`src/rtl/xae_pkg.sv`:
```
package xae_pkg;
  localparam logic [2:0] SEL_CTRL  = 3'd0;
  localparam logic [2:0] SEL_COUNT = 3'd1;
  localparam logic [2:0] SEL_PBASE = 3'd2;
  localparam logic [2:0] SEL_MB0   = 3'd3;
  localparam logic [2:0] SEL_MB1   = 3'd4;
  localparam logic [2:0] SEL_CLEAR = 3'd5;

  localparam int CB_EN = 0, CB_CIRC = 1, CB_DBUF = 2, CB_M2M = 3, CB_PFLOW = 4;
  localparam int CB_MINC = 5, CB_PINC = 6, CB_PFIX = 7, CB_SZ = 8, CB_TGT = 10;

  typedef struct packed {
    logic       circ;
    logic       dbuf;
    logic       perflow;
    logic       minc;
    logic       pinc;
    logic       pfix;
    logic [1:0] size;
  } cfg_t;

  function automatic logic [2:0] item_step(input logic [1:0] sz);
    case (sz)
      2'd0:    return 3'd1;
      2'd1:    return 3'd2;
      default: return 3'd4;
    endcase
  endfunction
endpackage

```
`src/rtl/xae_regs.sv`:
```
module xae_regs
  import xae_pkg::*;
#(
  parameter int AW = 32,
  parameter int CW = 16
) (
  input  logic          clk,
  input  logic          rst_n,
  input  logic          wr,
  input  logic [2:0]    sel,
  input  logic [AW-1:0] wdata,
  input  logic          block_end,
  output cfg_t          cfg,
  output logic          enable,
  output logic          ct,
  output logic [CW-1:0] prog,
  output logic [AW-1:0] pbase,
  output logic [AW-1:0] mbase0,
  output logic [AW-1:0] mbase1,
  output logic          start,
  output logic          err_hit
);
  cfg_t cfg_new;
  logic hit_mb0, hit_mb1;

  // Mode fields are normalised at write time so the walker sees legal combinations only.
  always_comb begin
    cfg_new.dbuf    = wdata[CB_DBUF];
    cfg_new.circ    = wdata[CB_CIRC] | wdata[CB_DBUF];
    cfg_new.perflow = wdata[CB_PFLOW];
    cfg_new.minc    = wdata[CB_MINC];
    cfg_new.pinc    = wdata[CB_PINC];
    cfg_new.pfix    = wdata[CB_PFIX];
    cfg_new.size    = wdata[CB_SZ+1:CB_SZ];
    if (wdata[CB_M2M]) begin
      cfg_new.circ    = 1'b0;
      cfg_new.dbuf    = 1'b0;
      cfg_new.perflow = 1'b0;
    end
    if (cfg_new.perflow) begin
      cfg_new.circ = 1'b0;
      cfg_new.dbuf = 1'b0;
    end
  end

  assign hit_mb0 = wr && (sel == SEL_MB0);
  assign hit_mb1 = wr && (sel == SEL_MB1);
  assign err_hit = enable && ((hit_mb0 && !ct) || (hit_mb1 && ct));

  always_ff @(posedge clk) begin
    if (!rst_n) begin
      cfg    <= '0;
      enable <= 1'b0;
      ct     <= 1'b0;
      prog   <= '0;
      pbase  <= '0;
      mbase0 <= '0;
      mbase1 <= '0;
      start  <= 1'b0;
    end else begin
      start <= 1'b0;
      if (wr && sel == SEL_CTRL) begin
        if (!enable) begin
          cfg    <= cfg_new;
          enable <= wdata[CB_EN];
          start  <= wdata[CB_EN];
          ct     <= wdata[CB_TGT] & cfg_new.dbuf;
        end else if (!wdata[CB_EN]) begin
          enable <= 1'b0;
        end
      end
      if (wr && sel == SEL_COUNT && !enable) prog  <= wdata[CW-1:0];
      if (wr && sel == SEL_PBASE && !enable) pbase <= wdata;
      if (hit_mb0 && (!enable || (cfg.dbuf && ct)))  mbase0 <= wdata;
      if (hit_mb1 && (!enable || (cfg.dbuf && !ct))) mbase1 <= wdata;
      if (block_end) begin
        if (cfg.circ) ct <= ct ^ cfg.dbuf;
        else          enable <= 1'b0;
      end
      if (err_hit) enable <= 1'b0;
    end
  end
endmodule

```
`src/rtl/xae_walker.sv`:
```
module xae_walker
  import xae_pkg::*;
#(
  parameter int AW = 32,
  parameter int CW = 16
) (
  input  logic          clk,
  input  logic          rst_n,
  input  cfg_t          cfg,
  input  logic          enable,
  input  logic          ct,
  input  logic [CW-1:0] prog,
  input  logic [AW-1:0] pbase,
  input  logic [AW-1:0] mbase0,
  input  logic [AW-1:0] mbase1,
  input  logic          start,
  input  logic          req_ready,
  input  logic          req_last,
  output logic          req_valid,
  output logic [AW-1:0] mem_addr,
  output logic [AW-1:0] per_addr,
  output logic [CW-1:0] remaining,
  output logic          block_end,
  output logic          half_hit
);
  localparam int PAD = AW - 3;

  logic          fire, next_tgt;
  logic [CW-1:0] rem_next;
  logic [AW-1:0] mstep, pstep;

  assign req_valid = enable && !start && (remaining != '0);
  assign fire      = req_valid && req_ready;
  assign rem_next  = remaining - 1'b1;
  assign block_end = fire && ((rem_next == '0) || (cfg.perflow && req_last));
  assign half_hit  = fire && (rem_next == (prog >> 1));
  assign next_tgt  = ct ^ cfg.dbuf;

  assign mstep = cfg.minc ? {{PAD{1'b0}}, item_step(cfg.size)} : '0;
  assign pstep = !cfg.pinc ? '0 :
                 cfg.pfix  ? {{PAD{1'b0}}, 3'd4} : {{PAD{1'b0}}, item_step(cfg.size)};

  always_ff @(posedge clk) begin
    if (!rst_n) begin
      remaining <= '0;
      mem_addr  <= '0;
      per_addr  <= '0;
    end else if (start) begin
      remaining <= prog;
      mem_addr  <= ct ? mbase1 : mbase0;
      per_addr  <= pbase;
    end else if (fire) begin
      if (block_end && cfg.circ) begin
        remaining <= prog;
        mem_addr  <= next_tgt ? mbase1 : mbase0;
        per_addr  <= pbase;
      end else begin
        remaining <= rem_next;
        mem_addr  <= mem_addr + mstep;
        per_addr  <= per_addr + pstep;
      end
    end
  end
endmodule

```
`src/rtl/xfer_addr_engine.sv`:
```
module xfer_addr_engine
  import xae_pkg::*;
#(
  parameter int AW = 32,
  parameter int CW = 16
) (
  input  logic          clk,
  input  logic          rst_n,
  input  logic          cfg_wr,
  input  logic [2:0]    cfg_sel,
  input  logic [AW-1:0] cfg_wdata,
  output logic          req_valid,
  input  logic          req_ready,
  input  logic          req_last,
  output logic [AW-1:0] mem_addr,
  output logic [AW-1:0] per_addr,
  output logic          stream_on,
  output logic          cur_target,
  output logic [CW-1:0] remaining,
  output logic          flag_half,
  output logic          flag_done,
  output logic          flag_err
);
  cfg_t          cfg;
  logic          start, err_hit, block_end, half_hit, clr_wr;
  logic [CW-1:0] prog_cnt;
  logic [AW-1:0] pbase, mbase0, mbase1;

  xae_regs #(.AW(AW), .CW(CW)) u_regs (
    .clk(clk), .rst_n(rst_n), .wr(cfg_wr), .sel(cfg_sel), .wdata(cfg_wdata),
    .block_end(block_end), .cfg(cfg), .enable(stream_on), .ct(cur_target),
    .prog(prog_cnt), .pbase(pbase), .mbase0(mbase0), .mbase1(mbase1),
    .start(start), .err_hit(err_hit)
  );

  xae_walker #(.AW(AW), .CW(CW)) u_walk (
    .clk(clk), .rst_n(rst_n), .cfg(cfg), .enable(stream_on), .ct(cur_target),
    .prog(prog_cnt), .pbase(pbase), .mbase0(mbase0), .mbase1(mbase1),
    .start(start), .req_ready(req_ready), .req_last(req_last),
    .req_valid(req_valid), .mem_addr(mem_addr), .per_addr(per_addr),
    .remaining(remaining), .block_end(block_end), .half_hit(half_hit)
  );

  assign clr_wr = cfg_wr && (cfg_sel == SEL_CLEAR);

  // Sticky flags: a set in the same cycle as its clear wins.
  always_ff @(posedge clk) begin
    if (!rst_n) begin
      flag_half <= 1'b0;
      flag_done <= 1'b0;
      flag_err  <= 1'b0;
    end else begin
      flag_half <= (flag_half && !(clr_wr && cfg_wdata[0])) || half_hit;
      flag_done <= (flag_done && !(clr_wr && cfg_wdata[1])) || block_end;
      flag_err  <= (flag_err  && !(clr_wr && cfg_wdata[2])) || err_hit;
    end
  end
endmodule

```
`config.mk`:
```
export PLATFORM = sky130hd
export DESIGN_NAME = xfer_addr_engine
export DESIGN_NICKNAME = d
export VERILOG_FILES = /design/src/rtl/xae_pkg.sv /design/src/rtl/xae_regs.sv /design/src/rtl/xae_walker.sv /design/src/rtl/xfer_addr_engine.sv
export SDC_FILE = /design/constraint.sdc
export NUM_CORES = 1
export LEC_CHECK = 0
export ABC_AREA = 1
export BUFFER_PORTS_ARGS = -buffer_cell sky130_fd_sc_hd__buf_2
export CAP_MARGIN = 40
export CORE_ASPECT_RATIO = 1.5
export CORE_MARGIN = 2
export CORE_UTILIZATION = 60
export DETAILED_ROUTE_END_ITERATION = 7
export GPL_TIMING_DRIVEN = 1
export PLACE_DENSITY = 0.81
export RECOVER_POWER = 100
export SLEW_MARGIN = 25
export SYNTH_ARGS = -nofsm -noshare
export SYNTH_HDL_FRONTEND = slang
export SYNTH_SLANG_ARGS = --single-unit
```
`constraint.sdc`:
```
create_clock -name clk -period 3.4 [get_ports clk]
set_input_delay 0.68 -clock clk [delete_from_list [all_inputs] [get_ports clk]]
set_output_delay 0.68 -clock clk [all_outputs]
set_load 0.03 [all_outputs]
```
* Word level (Yosys, flattened, before mapping)
Index checks and enable logic that the tools add are counted. Widths: inputs -> output; s select.
Word-level totals: register bits after elaboration 206, word-level logic and storage cells 111, output and inout bits 86, input bits 40
Operators by class: bitwise logic cells 6, reduce and logical (&&, ||, !) cells 49, muxes and demuxes 26, add/subtract/negate cells 3, equal/unequal tests 7
Operators with widths (number):
- $mux 32 | 9
- $add 32x32->32 | 2
- $mux 16 | 3
- $logic_and 1x1->1 | 28
- $eq 16x15->1 | 1
- $logic_not 16->1 | 1
- $reduce_bool 16->1 | 1
- $sub 16x1->16 const B | 1
- $mux 1 | 9
- $mux 3 | 3
- $logic_or 1x1->1 | 7
- $eq 3x2->1 const B | 2
- $eq 3x3->1 const B | 2
- $logic_not 1->1 | 6
- $pmux 3 s2 | 1
- $eq 3x1->1 const B | 1
- $logic_not 3->1 | 1
- $not 1->1 | 3
- $reduce_or 3->1 | 1
- $eq 2x1->1 const B | 1
- $logic_not 2->1 | 1
- $mux 2 | 1
- $reduce_and 2->1 | 1
- $reduce_bool 2->1 | 1
- other kinds (4) | 4

* Longest topological paths before layout
Gate-level depths: netlist (run 1).
depth after elaboration 9, gate-level depth with buffers 18

* By module
A second synthesis (run 1) with hierarchy kept.
Unflattened totals: cell total of the unflattened synthesis 1939, area total of the unflattened synthesis 12446.9 µm²
Modules (own cells, without submodules):
- xae_walker | cells each 1282, times used 1, area an instance 7547.2 µm², sequential area each 1601.5 µm²
- xae_regs | cells each 637, times used 1, area an instance 4765.8 µm², sequential area each 2462.4 µm²
- xfer_addr_engine | cells each 20, times used 1, area an instance 133.9 µm², sequential area each 60.1 µm²

* Worst setup path after synthesis (run 1)
OpenSTA, ideal clock, no wires.
path kind reg-to-reg, start point register, netlist name u_regs.cfg[1], end point register u_walk.mem_addr[26], path slack 0.761 ns, setup time 0.070 ns, buffers on the path 0, data required time 3.330 ns, stages on the path, launching flop included 19, period minus slack after synthesis 2.639 ns, data arrival time 2.569 ns, cells stage by stage dfxtp_1 -> or2_2 -> nor2_1 -> ha_1 -> inv_1 -> fa_1 -> inv_1 -> nand2_1 -> nand2_1 -> nand2_1 -> nor2_1 -> nand3_1 -> nor2_1 -> nand4_1 -> xnor2_1 -> inv_1 -> nand2_1 -> nand3_1 -> a21oi_1
On the way: longest elaborated chain between the ends 7, elaborated cells between the ends (all ways) 8, classes of those cells add/sub: 1; eq/ne: 1; mux: 5; reduce/logical: 1
Ends and longest elaborated chain:
- $eq 2x1->1 or $logic_not 2->1 (tied branches) | RTL line xae_pkg.sv:23 | case (sz)
- $pmux 3 s2 (*) | RTL line xae_pkg.sv:23
- $mux 3 (*) | RTL line xae_walker.sv:39 | assign mstep = cfg.minc ? {{PAD{1'b0}}, item_step(cfg.size)} : '0;
- $add 32x32->32 (*) | RTL line xae_walker.sv:59 | mem_addr <= mem_addr + mstep;
- $mux 32 (*) | RTL line xae_walker.sv:53 | if (block_end && cfg.circ) begin
- $mux 32 (*) | RTL line xae_walker.sv:52 | end else if (fire) begin
- $mux 32 (*) | RTL line xae_walker.sv:48 | end else if (start) begin
- end signal, assigned | RTL line xae_walker.sv:50 | mem_addr <= ct ? mbase1 : mbase0;
- end signal, assigned | RTL line xae_walker.sv:55 | mem_addr <= next_tgt ? mbase1 : mbase0;
- end signal, assigned | RTL line xae_walker.sv:59
- end, declared | RTL line xae_walker.sv:20 | output logic [AW-1:0] mem_addr,
Every way passes the cells marked *; elsewhere a longest branch is shown, timed or not. The select of a mux whose other input is x is not followed. A chain may end at the register's enable or synchronous reset.

* Worst setup path in the final report (run 1)
start point register u_regs.ct, end point register u_regs.mbase0[17]
On the way: longest elaborated chain between the ends 3
Ends and longest elaborated chain:
- start, declared | RTL line xae_regs.sv:15 | output logic ct,
- start signal, assigned | RTL line xae_regs.sv:67 | ct <= wdata[CB_TGT] & cfg_new.dbuf;
- start signal, assigned | RTL line xae_regs.sv:77 | if (cfg.circ) ct <= ct ^ cfg.dbuf;
- $logic_and 1x1->1 | RTL line xae_regs.sv:74 | if (hit_mb0 && (!enable || (cfg.dbuf && ct))) mbase0 <= wdata;
- $logic_or 1x1->1 | RTL line xae_regs.sv:74
- $logic_and 1x1->1 | RTL line xae_regs.sv:74
- end signal, assigned | RTL line xae_regs.sv:74
- end, declared | RTL line xae_regs.sv:18 | output logic [AW-1:0] mbase0,
Every way passes these cells.

==> results of run 1 <==
-- synthesized netlist by cell type (all sizes together), types with 26 or more instances --
| cell type | number |
|---|---|
| a21oi | 204 |
| o21ai | 269 |
| xnor2 | 27 |
| nand3 | 138 |
| xor2 | 40 |
| buf | 26 |
| nand4 | 49 |
| nor3 | 26 |
| dfxtp | 206 |
| inv | 235 |
| clkbuf | 86 |
| nand2 | 264 |
| nor2 | 207 |
-- worst max-delay path, stage by stage (launching register included) --
cell	delay (ns)
dfxtp_1	0.33
buf_2	0.88
ha_1	0.36
o21ai_4	0.06
clkbuf_2	0.65
o21ai_0	0.45
a21oi_1	0.07
-- per-layer routing --
metal	GRT usage (%)	vias to the layer above	share of wire, %
met4	15.8	0	4.3
met5	0	-	0
met1	40.2	5674	41
li1	-	6079	-
met3	3.81	121	6.8
met2	54.8	506	48
-- area by class of cell --
cell class	count	area, um2	share of cell area [%]
antenna	1	2.50	0.0190
clock buffer	26	584	4.43
clock inverter	9	97.6	0.741
inverter	236	888	6.74
multi-input combinational	1266	6430	48.8
sequential	206	4120	31.3
tap	260	325	2.47
timing repair buffer	150	729	5.53
-- through the flow --
step	instance area [um2]	total power, uW	util (%)	setup slack (ns)	hold WS (ns)
detailed placement	12700	3250	64.5	0.345	0.453
global route	13200	5740	67.1	0.0595	0.486
global placement	12600	3230	64.2	0.427	0.444
finish	13200	5530	67.1	0.387	0.466
CTS	13300	5550	67.9	0.319	0.463
floorplan	11900	3050	-	0.761	0.430
-- registers in the layout (all words and copies together) (netlist names) --
register	count
u_regs.mbase0	32
u_regs.mbase1	32
u_regs.pbase	32
u_walk.mem_addr	32
u_walk.per_addr	32
u_regs.prog	16
u_walk.remaining	16
u_regs.cfg	8
flag_done	1
flag_err	1
flag_half	1
u_regs.ct	1
u_regs.enable	1
u_regs.start	1
-- timing repair --
action,CTS,global route
buffers inserted,0,0
hold buffers,0,0
resized for setup,0,2
endpoints found under the setup margin,0,3
-- power groups by stage --
stage / registers [uW] / clock network, uW / logic, uW
after global routing: 2570 / 2460 / 710
after detailed placement: 2610 / 0 / 633
final: 2560 / 2330 / 635
after global placement: 2610 / 0 / 620
after CTS: 2560 / 2350 / 638
after floorplan: 2650 / 0 / 399
-- how the worst min path moves through the flow --
stage | end | slack (ns) | from | depth (start not counted)
3_3_place_gp | u_regs.mbase0[19] | 0.44 | u_regs.mbase0[19] | 2
4_1_cts | u_regs.mbase0[22] | 0.46 | u_regs.mbase0[22] | 2
5_1_grt | u_regs.pbase[30] | 0.49 | cfg_wdata[30] | 3
6_report | u_regs.mbase0[26] | 0.47 | u_regs.mbase0[26] | 2
3_5_place_dp | u_regs.mbase0[20] | 0.45 | u_regs.mbase0[20] | 2
2_1_floorplan | u_regs.mbase0[19] | 0.43 | u_regs.mbase0[19] | 2
-- layout by cell type, fill, tap and decap left out, drive strengths merged --
master and instances:
a2111oi 1, a21boi 5, a21oi 204, a31oi 1, buf 53, bufinv 2
clkbuf 123, clkinv 7, clkinvlp 1, dfxtp 206, diode 1, fa 2
ha 11, inv 235, nand2 264, nand3 138, nand3b 1, nand4 49
nor2 207, nor3 26, nor4 10, o2111ai 1, o211ai 1, o21a 1
o21ai 269, o21ba 1, o21bai 2, o221ai 1, o22ai 2, or2 2
xnor2 27, xor2 40
-- cells by family after synthesis --
logic type      after synthesis
compound gates              489
xor+xnor                     67
fa+ha+maj                    13
buf+inv                     348
flops                       206
simple gates                697
==> flow_summary.json, run 1 <==
{
  "status": "complete, but fails checks",
  "violations": "max-capacitance violations, max-slew violations",
  "worstSetupEndpoint": "u_regs.mbase0[17]",
  "syn_inst": 1820,
  "rr_worst_depth": 6,
  "hold_violations": 0,
  "crit_fanout": 67,
  "clock_skew_ns": 0.0125,
  "synth_edf_count": 0,
  "synth_xor_area_share_pct": 5.00,
  "p_int_uw": 4050,
  "routed_wl_mm": 34.5,
  "slew_headroom_pct": -6.00,
  "grt-ovfl-total": 0,
  "power_leakage_uw": 0.00558,
  "cts-htree-levels": 1,
  "p_comb_share_pct": 11.5,
  "fillers": 1826,
  "cts-root-buf": "clkbuf_16",
  "p_clk_share_pct": 42.2,
  "cts_tree": "built",
  "cts_buffer_depth": 3,
  "cts_sinks": 206,
  "finalCriticalPeriod_ns": 3.01,
  "clock_latency_ns": 0.50,
  "synth_cell_types": 42,
  "async_reset_ff_share_pct": 0,
  "grt_util_all_layers_pct": 32.2,
  "drtPass1Iterations": 6,
  "yosysWarningCount": 0,
  "stdcell_count": 2154,
  "avgSynthCellArea_um2": 6.54,
  "ant_nets": 0,
  "crit_start": "u_regs.ct",
  "tns_ns": 0,
  "cap_violations": 2,
  "grt_setup_unrepaired": "false",
  "synth_top_family_by_area": "simple AND/OR/NAND/NOR gates",
  "cts_buffers": 20,
  "tightest_slew_ns": 1.59,
  "die_area_um2": 21000,
  "finalWeightedCongestion": 0.907,
  "dp.cells": 2118,
  "crit_required_ns": 3.73,
  "synth.top_cell.area_share_pct": 34.7,
  "ys_ff_latch": 206,
  "coreArea_um2": 19600,
  "layout.nets": 1933,
  "setup_viol": 0,
  "die_w_um": 119,
  "viasPerCell": 5.75,
  "port_buffers": 125,
  "synthSimpleGateAreaFrac_pct": 25.5,
  "switching_share_pct": 26.6,
  "dr_total_vias": 12400,
  "synth_ff_type": "dfxtp_1",
  "fmax_mhz": 332,
  "reg2reg_from": "u_regs.ct",
  "post_drt_wl_per_cell_um": 16.0,
  "fin_crit_sh_pct": 88.6,
  "syn-cell-area_um2": 11900,
  "hold_path.class": "flip-flop to flip-flop",
  "ios": 126,
  "antenna_found_initial": 1,
  "synthTopCellsByArea": "dfxtp_1, o21ai_0, nand2_1, a21oi_1, inv_1",
  "power.share.sequential_pct": 46.3,
  "critPathKind": "flip-flop to flip-flop",
  "drc": 0,
  "startpoint_type": "flip-flop",
  "grt_pass1_vias": 11700,
  "hpwl_mm": 23.4,
  "synth_compound_area_share_pct": 21.8,
  "drive_above_1_share_pct": 7.71,
  "grt_max_degree": 98,
  "rrSetupSlack_ns": 0.39,
  "path_clk_slew_ns": 0.07,
  "fp.dieH_um": 176,
  "grt_first_pass_wirelength_mm": 56.7,
  "num_rows": 63,
  "end_kind": "flip-flop",
  "reg2reg_to": "u_regs.mbase0[17]",
  "drt-initial-drc-count": 1138,
  "peakVddDrop_mv": 0.415,
  "final_max_slew_viol_count": 145,
  "synth.area.mux_share_pct": 0,
  "start_util_pct": 60.6,
  "synth.yosys.seq_area_share_pct": 34.7,
  "power_switching_uw": 1470,
  "syn-num-nets": 1873,
  "synth-adder-area-share_pct": 1.49,
  "critPathArrivalTime_ns": 3.35,
  "powerDensity_nw_per_um2": 419,
  "syn_to_final_growth_pct": 10.8,
  "synth_top_area_cell": "dfxtp_1"
}
(Power assumes the default switching activity.)
==> run 2: changes to the inputs <==
--- a/config.mk
+++ b/config.mk
@@ -5,15 +5,14 @@
 export SDC_FILE = /design/constraint.sdc
 export NUM_CORES = 1
 export LEC_CHECK = 0
-export ABC_AREA = 1
 export BUFFER_PORTS_ARGS = -buffer_cell sky130_fd_sc_hd__buf_2
 export CAP_MARGIN = 40
 export CORE_ASPECT_RATIO = 1.5
 export CORE_MARGIN = 2
-export CORE_UTILIZATION = 60
+export CORE_UTILIZATION = 59
 export DETAILED_ROUTE_END_ITERATION = 7
 export GPL_TIMING_DRIVEN = 1
-export PLACE_DENSITY = 0.81
+export PLACE_DENSITY = 0.8
 export RECOVER_POWER = 100
 export SLEW_MARGIN = 25
 export SYNTH_ARGS = -nofsm -noshare
==> flow_summary.json, run 2 <==
{
  "tightest_slew_ns": 1.41,
  "synth_compound_area_share_pct": 18.2,
  "crit_required_ns": 3.83,
  "fillers": 1534,
  "synth.yosys.seq_area_share_pct": 37.9,
  "synth-adder-area-share_pct": 1.63,
  "setup_viol": 0,
  "tns_ns": 0,
  "rr_worst_depth": 10,
  "final_core_util_pct": 68.9,
  "switching_share_pct": 25.0,
  "power_leakage_uw": 0.00450,
  "drtPass1Iterations": 5,
  "grt_util_all_layers_pct": 34.1,
  "gr-usage-met3_pct": 5.20,
  "startpoint_type": "flip-flop",
  "syn_inst": 1343,
  "post_drt_wl_per_cell_um": 20.6,
  "peakVddDrop_mv": 0.418,
  "antenna_cells": 0,
  "p_clk_share_pct": 45.5,
  "antenna_found_initial": 0,
  "grt_max_degree": 67,
  "viasPerCell": 6.47,
  "yosysWarningCount": 0,
  "synth_xor_area_share_pct": 4.26,
  "cts_resized": 0,
  "powerDensity_nw_per_um2": 432,
  "hold_path.class": "input pin to flip-flop",
  "coreArea_um2": 18000,
  "holdPathEnd": "u_regs.mbase0[27]",
  "grt_setup_unrepaired": "false",
  "ys_ff_latch": 206,
  "met1_usage_pct": 42.2,
  "cap_violations": 0,
  "end_kind": "flip-flop",
  "min_from": "cfg_wdata[27]",
  "synth.area.mux_share_pct": 11.8,
  "grt_pass1_vias": 10200,
  "hpwl_mm": 23.0,
  "cts_sinks": 206,
  "cts-root-buf": "clkbuf_16",
  "grt_util_met2_pct": 57.3,
  "synthSimpleGateAreaFrac_pct": 21.7,
  "layout_common_cells": "nand2_1, dfxtp_1, a21oi_1",
  "post_cts_buffers": 0,
  "fp.dieH_um": 170,
  "yosysMostFrequentCell": "nand2_1",
  "ios": 126,
  "busiest_layer": "met2",
  "p_int_uw": 4020,
  "rrSetupSlack_ns": 0.14,
  "synth_ff_type": "dfxtp_1",
  "clock_skew_ns": 0.0166,
  "final_max_slew_viol_count": 0,
  "slew_headroom_pct": 5.71,
  "dp_slack_ns": 0.0769,
  "syn_to_final_growth_pct": 14.0,
  "reg2reg_from": "u_walk.remaining[1]",
  "finalWeightedCongestion": 0.941,
  "critPathKind": "flip-flop to flip-flop",
  "fin_ws_ns": 0.143,
  "syn-num-nets": 1396,
  "grt-ovfl-total": 0,
  "synth.top_cell.area_share_pct": 37.9,
  "synth_common_cells": "nand2_1, dfxtp_1, a21oi_1",
  "cts_buffer_depth": 3,
  "routed_wl_mm": 34.2,
  "power_switching_uw": 1340,
  "synth_cell_types": 65,
  "path_clk_slew_ns": 0.07,
  "power.share.sequential_pct": 46.8,
  "final_common_cell": "nand2_1",
  "layout.nets": 1482,
  "drive_above_1_share_pct": 12.2,
  "syn-cell-area_um2": 10900,
  "crit_fanout": 28,
  "p_comb_share_pct": 7.7,
  "fin_crit_sh_pct": 95.8,
  "ant_nets": 0,
  "critPathArrivalTime_ns": 3.69,
  "async_reset_ff_share_pct": 0,
  "finalCriticalPeriod_ns": 3.26,
  "cts_buffers": 21,
  "synthTopCellsByArea": "dfxtp_1, mux2i_1, nand2_1, a21oi_1, clkbuf_1",
  "synth_edf_count": 0,
  "reg2reg_to": "u_walk.per_addr[25]",
  "avgSynthCellArea_um2": 8.10,
  "port_buffers": 125,
  "drt-initial-drc-count": 993,
  "status": "finished, final reports clean",
  "start_util_pct": 60.4,
  "holdBufCountCts": 0,
  "hold_violations": 0,
  "dr_total_vias": 10800,
  "die_w_um": 115,
  "drc": 0,
  "die_area_um2": 19600,
  "synth_top_area_cell": "dfxtp_1",
  "num_rows": 60,
  "grt_first_pass_wirelength_mm": 53.4,
  "synth_top_family_by_area": "simple AND/OR/NAND/NOR gates",
  "whs_path_depth": 3,
  "cts-htree-levels": 1,
  "fmax_mhz": 307,
  "cts_tree": "built",
  "clock_latency_ns": 0.51
}
run 2: changes by cell type after synthesis, moves of 25 or more:
cell	change
nand3_1	-90
mux2i_1	+104
nor2_1	-133
a21oi_2	-26
inv_1	-210
a31oi_1	+25
o21ai_0	-241
nand4_1	-25
run 2: layout make-up:
type,instances,area (um2),share of cell area [%]
clock buffer,26,564,4.55
clock inverter,12,155,1.25
inverter,21,81.3,0.656
multi-input combinational,1013,6320,50.9
sequential,206,4130,33.3
tap,217,272,2.19
timing repair buffer,166,891,7.18
run 2: routing by layer:
metal,vias to the layer above,wire [um]
li1,4966,-
met1,5135,13600
met2,532,16300
met3,117,2640
met4,0,1640
met5,-,0
run 2: critical path, stage by stage (launching register included):
cell	delay, ns
dfxtp_1	0.36
inv_1	0.12
ha_2	0.24
or3b_1	0.41
or3_1	0.38
and4b_1	0.24
and4_4	0.21
a211o_1	0.27
buf_4	0.23
or4_1	0.51
a41oi_1	0.22
run 2: metrics by stage:
stage                     cells  area, um2  hold WS (ns)  power (uW)
after floorplan            1343      10900         0.434        2800
after CTS                  1661      12600         0.424        5370
after detailed placement   1623      11800         0.450        2970
after global placement     1620      11800         0.443        2950
after global routing       1661      12400         0.435        5490
final                      1661      12400         0.435        5360
run 2: power by group through the flow:
stage,Sequential [uW],Combinational [uW],Clock (uW)
after floorplan,2570,232,0
after CTS,2510,410,2460
after global routing,2510,439,2540
final,2510,411,2440
after global placement,2560,396,0
after detailed placement,2560,406,0
run 2: how the worst max path moves through the flow:
stage / from / end / slack [ns]
floorplan: u_regs.cfg[0] / u_walk.per_addr[30] / 0.26
global route: u_walk.remaining[1] / u_walk.per_addr[25] / 0.01
global placement: u_regs.cfg[0] / u_walk.per_addr[30] / 0.23
detailed placement: u_regs.cfg[0] / u_walk.per_addr[30] / 0.08
CTS: u_regs.cfg[0] / u_walk.per_addr[30] / 0.04
finish: u_walk.remaining[1] / u_walk.per_addr[25] / 0.14
run 2: kinds of logic after synthesis:
group	after synthesis
AOI/OAI and AO/OA	316
xor gates and xnor gates	53
adders and majority gates	13
buffers and inverters	124
DFF	206
muxes	126
and+or+nand+nor	505
